## src/rtl/sleep_timer_pkg.sv

```systemverilog
package sleep_timer_pkg;
  typedef struct packed {
    logic loadCnt;
    logic runEn;
    logic dbgArm;
    logic dbgClr;
  } slpStrobe_t;

  localparam int BIT_SWEN   = 0;
  localparam int BIT_SIGN   = 5;
  localparam int BIT_LPCLK  = 6;
  localparam int BIT_ACTIVE = 7;
  localparam int BIT_SELP   = 8;
  localparam int BIT_SELLP  = 9;
  localparam int BIT_DBGEN  = 24;
  localparam int BIT_IRQ    = 0;
  localparam int BIT_CLRREQ = 1;
  localparam int BIT_SETREQ = 2;
  localparam int BIT_DBGFLG = 8;
endpackage

```

## src/rtl/slp_datapath.sv

```systemverilog
module slp_datapath
  import sleep_timer_pkg::*;
#(
  parameter int CNT_W = 32,
  parameter int SYNC_STAGES = 2
) (
  input  logic             clk,
  input  logic             rstN,
  input  slpStrobe_t       strb,
  input  logic             tickEn,
  input  logic [CNT_W-1:0] wrData,
  input  logic             dbgClkPin,
  output logic [CNT_W-1:0] count,
  output logic             expire,
  output logic             dbgFlag
);
  localparam logic [CNT_W-1:0] ONE = CNT_W'(1);

  logic [SYNC_STAGES:0] syncQ;
  logic pinFall;

  always_ff @(posedge clk) begin
    if (!rstN) syncQ <= '0;
    else syncQ <= {syncQ[SYNC_STAGES-1:0], dbgClkPin};
  end

  assign pinFall = syncQ[SYNC_STAGES] & ~syncQ[SYNC_STAGES-1];

  always_ff @(posedge clk) begin
    if (!rstN) count <= '0;
    else if (strb.loadCnt) count <= wrData;
    else if (strb.runEn && tickEn) count <= count - ONE;
  end

  assign expire = (count == ONE);

  always_ff @(posedge clk) begin
    if (!rstN) dbgFlag <= 1'b0;
    else if (strb.dbgArm && pinFall) dbgFlag <= 1'b1;
    else if (strb.dbgClr) dbgFlag <= 1'b0;
  end

  AST_LOAD_VALUE: assert property (@(posedge clk) disable iff (!rstN)
    strb.loadCnt |=> count == $past(wrData));
  AST_COUNT_DOWN: assert property (@(posedge clk) disable iff (!rstN)
    (strb.runEn && tickEn && !strb.loadCnt) |=> count == $past(count) - ONE);
  AST_COUNT_HOLD: assert property (@(posedge clk) disable iff (!rstN)
    (!strb.runEn && !strb.loadCnt) |=> $stable(count));
  AST_DBG_GATED: assert property (@(posedge clk) disable iff (!rstN)
    $rose(dbgFlag) |-> $past(strb.dbgArm));
endmodule

```

## src/rtl/slp_ctrl.sv

```systemverilog
module slp_ctrl
  import sleep_timer_pkg::*;
#(
  parameter int DATA_W = 32,
  parameter int ADDR_W = 4
) (
  input  logic              clk,
  input  logic              rstN,
  input  logic              wrEn,
  input  logic [ADDR_W-1:0] addr,
  input  logic [DATA_W-1:0] wrData,
  input  logic [DATA_W-1:0] count,
  input  logic              expire,
  input  logic              dbgFlag,
  input  logic              pwrDown,
  input  logic              dbgEnable,
  input  logic              lpClkSts,
  output slpStrobe_t        strb,
  output logic              irq,
  output logic [DATA_W-1:0] rdData
);
  localparam logic [ADDR_W-1:0] OFS_CTL1 = ADDR_W'(0);
  localparam logic [ADDR_W-1:0] OFS_CTL2 = ADDR_W'(4);
  localparam logic [ADDR_W-1:0] OFS_CNT  = ADDR_W'(8);

  logic swEn, selP, selLp, dbgWakeEn, setPend, clrPend;
  logic wrCtl1, wrCtl2, sign;

  assign wrCtl1 = wrEn && (addr == OFS_CTL1);
  assign wrCtl2 = wrEn && (addr == OFS_CTL2);
  assign sign   = count[DATA_W-1];

  always_ff @(posedge clk) begin
    if (!rstN) begin
      swEn <= 1'b0; selP <= 1'b0; selLp <= 1'b0; dbgWakeEn <= 1'b0;
    end else if (wrCtl1) begin
      swEn      <= wrData[BIT_SWEN];
      selP      <= wrData[BIT_SELP];
      selLp     <= wrData[BIT_SELLP];
      dbgWakeEn <= wrData[BIT_DBGEN];
    end
  end

  always_ff @(posedge clk) begin
    if (!rstN) begin
      irq <= 1'b0; setPend <= 1'b0; clrPend <= 1'b0;
    end else begin
      if (expire || setPend) irq <= 1'b1;
      else if (clrPend) irq <= 1'b0;
      if (wrCtl2 && wrData[BIT_SETREQ]) setPend <= 1'b1;
      else if (setPend) setPend <= 1'b0;
      if (wrCtl2 && wrData[BIT_CLRREQ]) clrPend <= 1'b1;
      else if (clrPend && !expire && !setPend) clrPend <= 1'b0;
    end
  end

  always_comb begin
    strb.loadCnt = wrEn && (addr == OFS_CNT);
    strb.runEn   = swEn;
    strb.dbgArm  = dbgWakeEn && pwrDown && dbgEnable;
    strb.dbgClr  = wrCtl2 && wrData[BIT_DBGFLG];
  end

  always_comb begin
    rdData = '0;
    if (addr == OFS_CTL1) begin
      rdData[BIT_SWEN]   = swEn;
      rdData[BIT_SIGN]   = sign;
      rdData[BIT_LPCLK]  = lpClkSts;
      rdData[BIT_ACTIVE] = swEn;
      rdData[BIT_SELP]   = selP;
      rdData[BIT_SELLP]  = selLp;
      rdData[BIT_DBGEN]  = dbgWakeEn;
    end else if (addr == OFS_CTL2) begin
      rdData[BIT_IRQ]    = irq;
      rdData[BIT_CLRREQ] = clrPend;
      rdData[BIT_SETREQ] = setPend;
      rdData[BIT_SIGN]   = sign;
      rdData[BIT_LPCLK]  = lpClkSts;
      rdData[BIT_ACTIVE] = swEn;
      rdData[BIT_DBGFLG] = dbgFlag;
    end else if (addr == OFS_CNT) begin
      rdData = count;
    end
  end

  AST_EXPIRE_SETS: assert property (@(posedge clk) disable iff (!rstN)
    expire |=> irq);
  AST_SET_TAKES: assert property (@(posedge clk) disable iff (!rstN)
    setPend |=> irq);
  AST_CLEAR_TAKES: assert property (@(posedge clk) disable iff (!rstN)
    (clrPend && !expire && !setPend) |=> !irq);
  AST_CLEAR_HELD: assert property (@(posedge clk) disable iff (!rstN)
    (clrPend && expire) |=> clrPend);
  AST_SET_OVER_CLEAR: assert property (@(posedge clk) disable iff (!rstN)
    (setPend && clrPend) |=> (irq && clrPend));
endmodule

```

## src/rtl/sleep_timer_wake.sv

```systemverilog
module sleep_timer_wake
  import sleep_timer_pkg::*;
#(
  parameter int DATA_W = 32,
  parameter int ADDR_W = 4,
  parameter int SYNC_STAGES = 2
) (
  input  logic              clk,
  input  logic              rstN,
  input  logic              wrEn,
  input  logic [ADDR_W-1:0] addr,
  input  logic [DATA_W-1:0] wrData,
  output logic [DATA_W-1:0] rdData,
  input  logic              tickEn,
  input  logic              dbgClkPin,
  input  logic              pwrDown,
  input  logic              dbgEnable,
  input  logic              lpClkSts,
  output logic              irq,
  output logic              wakeReq
);
  slpStrobe_t strb;
  logic [DATA_W-1:0] count;
  logic expire, dbgFlag;

  slp_ctrl #(.DATA_W(DATA_W), .ADDR_W(ADDR_W)) u_ctrl (
    .clk(clk), .rstN(rstN), .wrEn(wrEn), .addr(addr), .wrData(wrData),
    .count(count), .expire(expire), .dbgFlag(dbgFlag), .pwrDown(pwrDown),
    .dbgEnable(dbgEnable), .lpClkSts(lpClkSts), .strb(strb), .irq(irq),
    .rdData(rdData)
  );

  slp_datapath #(.CNT_W(DATA_W), .SYNC_STAGES(SYNC_STAGES)) u_dp (
    .clk(clk), .rstN(rstN), .strb(strb), .tickEn(tickEn), .wrData(wrData),
    .dbgClkPin(dbgClkPin), .count(count), .expire(expire), .dbgFlag(dbgFlag)
  );

  assign wakeReq = irq | dbgFlag;

  AST_WAKE_IRQ: assert property (@(posedge clk) disable iff (!rstN)
    irq |-> wakeReq);
  AST_WAKE_DBG: assert property (@(posedge clk) disable iff (!rstN)
    dbgFlag |-> wakeReq);
endmodule

```

## config.mk

```make
export PLATFORM = sky130hd
export DESIGN_NAME = sleep_timer_wake
export DESIGN_NICKNAME = d
export VERILOG_FILES = /design/src/rtl/sleep_timer_pkg.sv /design/src/rtl/slp_datapath.sv /design/src/rtl/slp_ctrl.sv /design/src/rtl/sleep_timer_wake.sv
export SDC_FILE = /design/constraint.sdc
export NUM_CORES = 1
export LEC_CHECK = 0
export ABC_AREA = 1
export BUFFER_PORTS_ARGS = -buffer_cell sky130_fd_sc_hd__buf_2
export CAP_MARGIN = 0
export CORE_ASPECT_RATIO = 0.8
export CORE_UTILIZATION = 58
export DETAILED_ROUTE_END_ITERATION = 8
export PLACE_DENSITY = 0.86
export SETUP_SLACK_MARGIN = 0.2
export SLEW_MARGIN = 0
export SYNTH_ARGS = -nofsm -noshare
export SYNTH_HDL_FRONTEND = slang
export SYNTH_SLANG_ARGS = --single-unit
```

## constraint.sdc

```tcl
create_clock -name clk -period 2.7 [get_ports clk]
set_clock_uncertainty 0.1 [all_clocks]
set_input_delay 0.135 -clock clk [delete_from_list [all_inputs] [get_ports clk]]
set_output_delay 0.135 -clock clk [all_outputs]
set_load 0.03 [all_outputs]
```

==> results of run 1 <==
[report_power, final]
| group | switching [uW] | internal [uW] | total, uW |
|---|---|---|---|
| sequential | 18.0 | 651 | 669 |
| combinational | 295 | 158 | 453 |
| clock | 238 | 370 | 608 |
| total | 552 | 1180 | 1730 |
[logic make-up (layout without fill, tap and decap cells)]
| logic type | after synthesis | after routing | share of synthesized area, % |
|---|---|---|---|
| flops | 43 | 43 | 28.4 |
| compound gates | 81 | 81 | 15.5 |
| fa+ha+maj | 2 | 2 | 0.826 |
| xor+xnor | 8 | 8 | 2.31 |
| simple gates | 263 | 263 | 39.2 |
| buf+inv | 102 | 181 | 13.7 |
[layout make-up]
cell class                 instances  area, um2  area share [%]
tap                               62       77.6            2.14
clock buffer                       6       72.6            2.00
inverter                          87        329            9.09
clock inverter                     2       60.1            1.66
sequential                        43        861            23.8
multi-input combinational        354       1750            48.4
timing repair buffer              86        468            12.9
[through the flow]
step	std cells	instance area, um2
2_1_floorplan	499	3030
6_report	640	3620
3_3_place_gp	626	3430
5_1_grt	640	3620
4_1_cts	640	3620
3_5_place_dp	626	3430
[layout by cell type (no fill, tap or decap), drive strengths merged, types with 7 or more instances in the layout]
master	netlist	final
nand3	36	36
nand4	8	8
buf	7	80
inv	87	87
o21ai	38	38
nor2	80	80
dfxtp	43	43
xor2	7	7
nand2	128	128
a21oi	23	23
a31oi	8	8
[path summary, 6_finish.rpt]
kind,start,end
setup / recovery,u_dp.count[0],u_dp.count[18]
hold / removal,wrData[12],u_dp.count[12]
setup reg to reg,u_dp.count[0],u_dp.count[18]
hold reg to reg,u_dp.syncQ[0],u_dp.syncQ[1]
[state kept, by name, indices dropped and copies added (netlist names)]
name	cells
u_ctrl.clrPend	1
u_ctrl.dbgWakeEn	1
u_ctrl.irq	1
u_ctrl.selLp	1
u_ctrl.selP	1
u_ctrl.setPend	1
u_ctrl.swEn	1
u_dp.count	32
u_dp.dbgFlag	1
u_dp.syncQ	3
[what timing repair did]
| item | CTS | global route |
|---|---|---|
| buffers inserted | 0 | 0 |
| hold buffers | 6 | 0 |
| endpoints found under the hold margin | 6 | 0 |
[layer usage]
metal  part of all wire [%]  vias to the layer above
met5                      0                        -
met4                    2.0                        0
met3                    9.3                       22
met2                     45                      177
met1                     44                     1524
li1                       -                     1727
[critical path, stage by stage, from the launching register on]
cell and delay (ns):
dfxtp_1 0.34, inv_1 0.14, ha_1 0.25, nand2_1 0.09
nor2_1 0.09, nand2_1 0.12, nor2_4 0.19, nand2_1 0.12
a21oi_1 0.13, o21ai_1 0.07, nand2_1 0.06, inv_1 0.03
==> run metrics, run 1 <==
die width=82.8 um; Max Slew Vio Count=0; area share of the largest cell type after synthesis=28.4%; maximum vdd drop=284 uV; synth unique cells=34; Synth area leaders=dfxtp_1, nand2_1, inv_1, nor2_1, nand3_1; crit share post-route=67.2%; I/O pin cnt=78; met1 usage=43.5%; insertion delay to the later sink of the worst-skew pair=0.31 ns; CP startpoint kind=flop; Hold Path Class=in -> reg; EDFF count, synth=0; GRT Total Usage=32.9%; Cells after Synth=499; via count=3450; initial antenna violation count=0; Pre-antenna DRT Iters=5; die area=5520 um2; dpl ws=0.930 ns; CTS resizes=0; final setup violation count=0; area grow syn2layout=19.5%; Num Clock Sinks=43; Worst EP arrival=1.92 ns; maxcap violations=0; syn_nets=545; PwrDens=478 nW/um2; I/O Buffers=77; fmax=551 MHz; outcome=finished, violations left; fillcell total=453; Crit Path Category=reg -> reg; routability cong.=0.907; hold path depth=3; setup ws final=0.884 ns; CTS tree=done; layout cells sized above 1=22.1%; Synth top cells by count=nand2_1, inv_1, nor2_1, dfxtp_1, nand3_1; DRC=0; Most Crowded Layer GR=met2; clock tree buffer depth=2; #FFs+latches synth=43; Reg2Reg Depth=11; hold_ws=-0.000446 ns; total negative slack=0 ns; Avg WL per Cell=13.8 um; Final Core Density=72.3%; Initial DRC Count=348; met2 Use GR=54.4%; fin crit period=1.82 ns; count leader, synth=nand2_1; H-tree Lvls=2; Synth Cell Area=3030 um2; Synth warnings=0; nets@finish=623; vias in the first global route=3113; Syn Area/Cell=6.07 um2; top_reg_cell synth=dfxtp_1; Die Y=66.6 um; global-route track usage on met3=5.08%; CTS clk-pin slew, worst paths=0.08 ns; Crit Path Max Fanout=6; CTS buffer count=5; Vias/cell=5.39; grt ovf=0; worst slew pin tran=0.849 ns; core footprint=5010 um2; Starting Density=60.5%; relative slew slack=43.4%; violated checks=negative hold slack; register area share after synthesis=28.4%; total power=1730 uW; ant diodes=0; hpwl dp=6450 um; largest net degree at the start of global routing=33; Synth area leader=dfxtp_1; global-route wire length before repair=14500 um; asr flop ratio synth=0%; RSZ-0062 raised after global routing=no; Worst Setup End Kind=flop; r2r setup slk=0.88 ns; DRT Wirelength=8810 um; Cell Rows=23; endpoints failing hold=1; Lkg Pwr=0.00183 uW; Worst EP required=2.81 ns; Clock Tree Root=clkbuf_8; Routed Antenna Nets=0
No activity file was read; power rests on OpenSTA's default activity.
==> run 2: changes to the inputs <==
- CORE_UTILIZATION: 58 -> 54
- PLACE_DENSITY: 0.86 -> 0.81
- clock period: 2.7 -> 1.9 ns (I/O delays scaled with it)
==> run 2 against run 1 <==
Net effect: the run now ends clean; combinational power is 53% higher; power increased by 29%; global-route usage increased by 0.41 points.
==> run metrics, run 2 (synthesized netlist as in run 1, its figures left out) <==
Avg WL per Cell=14.1 um; Vias/cell=5.32; Clock Tree Root=clkbuf_8; PwrDens=583 nW/um2; Cell Rows=23; sw power=798 uW; Max Slew Vio Count=0; P_int=1440 uW; crit share post-route=87.4%; CP delay by family, top=simple AND/OR/NAND/NOR gates; nets@finish=646; insertion delay to the later sink of the worst-skew pair=0.31 ns; worst slew pin tran=0.852 ns; via count=3596; Initial DRC Count=338; r2r setup slk=0.24 ns; H-tree Lvls=2; total negative slack=0 ns; fillcell total=452; Num Clock Sinks=43; post-route design area=3830 um2; Hold Path Class=in -> reg; initial antenna violation count=0; Lkg Pwr=0.00192 uW; Worst Setup End Kind=flop; clock tree buffer depth=2; global-route wire length before repair=15000 um; fmax=602 MHz; grt ovf=0; area grow syn2layout=26.6%; fin crit period=1.66 ns; Worst EP required=1.96 ns; setup ws final=0.240 ns; outcome=finished clean; routability cong.=0.931; Starting Density=58.2%; Crit Path Max Fanout=6; Comb pwr share=31.0%; CP cell instances=inv_4 -> ha_4 -> nand2_1 -> nor2_1 -> nand2_2 -> nor2_4 -> nand2_1 -> nand2_1 -> nand3_1 -> nand2_1 -> a21oi_1; endpoints failing hold=0; maxcap violations=0; switching share of power=35.7%; CP startpoint kind=flop; core footprint=5210 um2; post-placement cell area=3490 um2; die width=85.7 um; vias in the first global route=3085; layout cells sized above 1=25.1%; Routed Antenna Nets=0; commonest cells after routing, fill and taps aside=nand2_1, inv_1, buf_2; dpl ws=0.191 ns; maximum vdd drop=382 uV; RSZ-0062 raised after global routing=no; CTS tree=done; Crit path buffers/inverters=1; flip-flop count of the largest register after layout=32; Worst EP arrival=1.72 ns; Pre-antenna DRT Iters=5; DRC=0; Crit Path Category=reg -> reg; CTS buffer count=5; slowest CP cell=dfxtp_2; CTS clk-pin slew, worst paths=0.09 ns; largest net degree at the start of global routing=25; critical path's largest stage delay=0.35 ns; ant diodes=0; die area=5910 um2; Top reg by flops=u_dp.count; hpwl dp=6760 um; I/O Buffers=77; final setup violation count=0; most used cell, CP=nand2_1; biggest regs=u_dp.count x32, u_dp.syncQ x3; relative slew slack=43.1%; I/O pin cnt=78; GRT Total Usage=33.3%; sequential share of power=42.5%; Die Y=69.0 um; DRT Wirelength=9520 um; most common cell after layout, fill and taps aside=nand2_1; Clk network pwr share=26.5%
[run 2: changes by cell type in the layout (fill, tap and decap cells not counted), moves of 3 or more]
cell           previous run  this run
dlygate4sd3_1             6        19
buf_4                     3        13
clkinv_2                  0         3
dfxtp_1                  43        40
nand2_1                 121       118
nand2_2                   5         8
nor2_1                   62        59
[run 2: final timing paths]
| path | start | to | cells past startpoint |
|---|---|---|---|
| min | wrData[31] | u_dp.count[31] | 3 |
| max | u_dp.count[0] | u_dp.count[26] | 11 |
| min reg2reg | u_dp.syncQ[1] | u_dp.syncQ[2] | 2 |
| max reg2reg | u_dp.count[0] | u_dp.count[26] | 11 |
[run 2: cell type report]
cell class              instances  area [um2]  share of cell area (%)
multi-input cells             354        1790                    46.6
flip-flops and latches         43         867                    22.6
repair buffers                109         673                    17.6
inverters                      87         332                    8.65
well taps                      75        93.8                    2.45
clock buffers                   5        68.8                    1.79
clock inverters                 3        15.0                   0.392
[run 2: power groups by stage]
stage	Combinational, uW	Sequential (uW)	Clock [uW]
6_report	695	951	592
5_1_grt	755	954	632
4_1_cts	650	949	591
3_5_place_dp	616	970	0
3_3_place_gp	602	969	0
2_1_floorplan	456	965	0
[run 2: worst register-to-register path, stage by stage (launching register included)]
cell and delay, ns:
dfxtp_2 0.35, inv_4 0.08, ha_4 0.15, nand2_1 0.07
nor2_1 0.16, nand2_2 0.10, nor2_4 0.21, nand2_1 0.08
nand2_1 0.05, nand3_1 0.06, nand2_1 0.06, a21oi_1 0.05
[run 2: repair_timing]
item	4_1_cts	5_1_grt
gates resized for setup	1	15
hold buffers	19	0
setup buffers	0	4
pin swaps	0	6
endpoints found under the hold margin	20	0
setup endpoints to repair	2	19
[run 2: per-stage QoR]
stage,std cells,power (uW),utilization (%),hold slack (ns)
global placement,645,1570,67.0,0.178
CTS,672,2190,72.3,0.00233
detailed placement,645,1590,67.0,0.195
floorplan,499,1420,-,0.0926
global route,676,2340,73.6,0.0187
finish,676,2240,73.6,0.00538
[run 2: layer usage]
metal / part of all wire, % / track usage (%)
met3: 9.3 / 4.64
met5: 0 / 0
met1: 45 / 46.5
met2: 44 / 53.3
met4: 1.5 / 11.3
==> run 3: changes to the inputs <==
- CTS_BUF_LIST: default -> sky130_fd_sc_hd__clkbuf_16
==> run 3 against run 2 <==
Net effect: cell area shrank 0.16%; die area stayed put; fmax decreased by 0.18%; clock-buffer cell count stayed put; global-route usage decreased by 0.23 points; largest cell class unchanged.
==> run metrics, run 3 (synthesized netlist as in run 1, its figures left out) <==
outcome=finished clean; Worst Setup End Kind=flop; endpoints failing hold=0; CP cell instances=inv_4 -> ha_4 -> nand2_1 -> nor2_1 -> nand2_2 -> nor2_4 -> nand2_2 -> a21oi_1 -> o21ai_1 -> nand2_1 -> inv_1; Num Clock Sinks=43; H-tree Lvls=2; PwrDens=652 nW/um2; flip-flop count of the largest register after layout=32; Routed Antenna Nets=0; Die Y=69.0 um; Sequential Area=865 um2; critical path's largest stage delay=0.34 ns; Non-Filler Instances=669; post-route design area=3830 um2; CP startpoint kind=flop; maxcap violations=0; Top reg by flops=u_dp.count; Avg WL per Cell=14.1 um; global-route wire length before repair=14800 um; slowest CP cell=dfxtp_2; insertion delay to the later sink of the worst-skew pair=0.29 ns; fmax=601 MHz; layout cells sized above 1=25.4%; area grow syn2layout=26.4%; relative slew slack=41.8%; most common cell after layout, fill and taps aside=nand2_1; fin crit period=1.66 ns; CP delay by family, top=simple AND/OR/NAND/NOR gates; nets@finish=639; Starting Density=58.2%; grt ovf=0; core footprint=5210 um2; Hold Path Class=in -> reg; Worst EP required=1.99 ns; Pre-antenna DRT Iters=7; total power=2500 uW; routability cong.=0.931; clock tree buffer depth=2; Worst EP arrival=1.75 ns; Crit Path Max Fanout=6; die width=85.7 um; commonest cells after routing, fill and taps aside=nand2_1, inv_1, buf_2; RSZ-0062 raised after global routing=yes; maximum vdd drop=407 uV; DRT Wirelength=9450 um; fillcell total=439; placed insts=645; final setup violation count=0; total negative slack=0 ns; Initial DRC Count=336; largest net degree at the start of global routing=25; vias in the first global route=3061; die area=5910 um2; DRC=0; ant diodes=0; initial antenna violation count=0; post-placement cell area=3490 um2; CTS buffer count=5; GRT Total Usage=33.0%; crit share post-route=87.5%; biggest regs=u_dp.count x32, u_dp.syncQ x3; via count=3586; Lkg Pwr=0.00192 uW; CTS clk-pin slew, worst paths=0.06 ns; worst slew pin tran=0.872 ns; Max Slew Vio Count=0; I/O pin cnt=78; Crit Path Category=reg -> reg; hpwl dp=6760 um; Clock Tree Root=clkbuf_16; Final Core Density=73.5%; I/O Buffers=77; Cell Rows=23; area occupied by multi-input gates=1800 um2; Crit path buffers/inverters=2; Vias/cell=5.36; CTS tree=done
[run 3: timing repair]
item | in CTS | in global routing
hold buffers | 12 | 0
buffers inserted | 0 | 4
resized for setup | 3 | 14
setup endpoints to repair | 2 | 16
pin swaps | 0 | 5
hold endpoints to repair | 12 | 0
[run 3: power by group]
group	switching (uW)	total (uW)	internal [uW]	leakage, uW
combinational	438	696	257	0.00150
clock	368	848	480	0.0000733
sequential	27.2	954	926	0.000350
[run 3: cell type report]
| cell class | instances | share of cell area, % |
|---|---|---|
| timing repair buffer | 102 | 15.8 |
| multi-input combinational | 354 | 46.9 |
| tap | 75 | 2.45 |
| clock buffer | 5 | 3.27 |
| sequential | 43 | 22.6 |
| clock inverter | 3 | 0.392 |
| inverter | 87 | 8.66 |
[run 3: path summary, 6_finish.rpt]
check	startpoint	to	slack, ns	depth (start not counted)
worst min register to register	u_dp.syncQ[1]	u_dp.syncQ[2]	0.33	2
worst max register to register	u_dp.count[0]	u_dp.count[18]	0.24	11
worst min-delay path	wrData[14]	u_dp.count[14]	0.007	3
worst max-delay path	u_dp.count[0]	u_dp.count[18]	0.24	11
[run 3: worst register-to-register path, stage by stage (launching register included)]
cell     delay (ns)
dfxtp_2        0.34
inv_4          0.08
ha_4           0.15
nand2_1        0.07
nor2_1         0.16
nand2_2        0.10
nor2_4         0.20
nand2_2        0.07
a21oi_1        0.12
o21ai_1        0.08
nand2_1        0.06
inv_1          0.04
[run 3: through the flow]
step | setup WS [ns] | hold WS [ns]
floorplan | 0.370 | 0.0926
global placement | 0.258 | 0.178
detailed placement | 0.191 | 0.195
CTS | 0.241 | 0.00297
global route | 0.121 | 0.0203
finish | 0.237 | 0.00711
[run 3: routing by layer]
layer | GRT usage, % | up-vias | wire length, um
li1 | - | 1767 | -
met3 | 6.67 | 22 | 909
met5 | 0 | - | 0
met4 | 11.7 | 0 | 192
met2 | 52.8 | 205 | 4150
met1 | 44.8 | 1592 | 4200
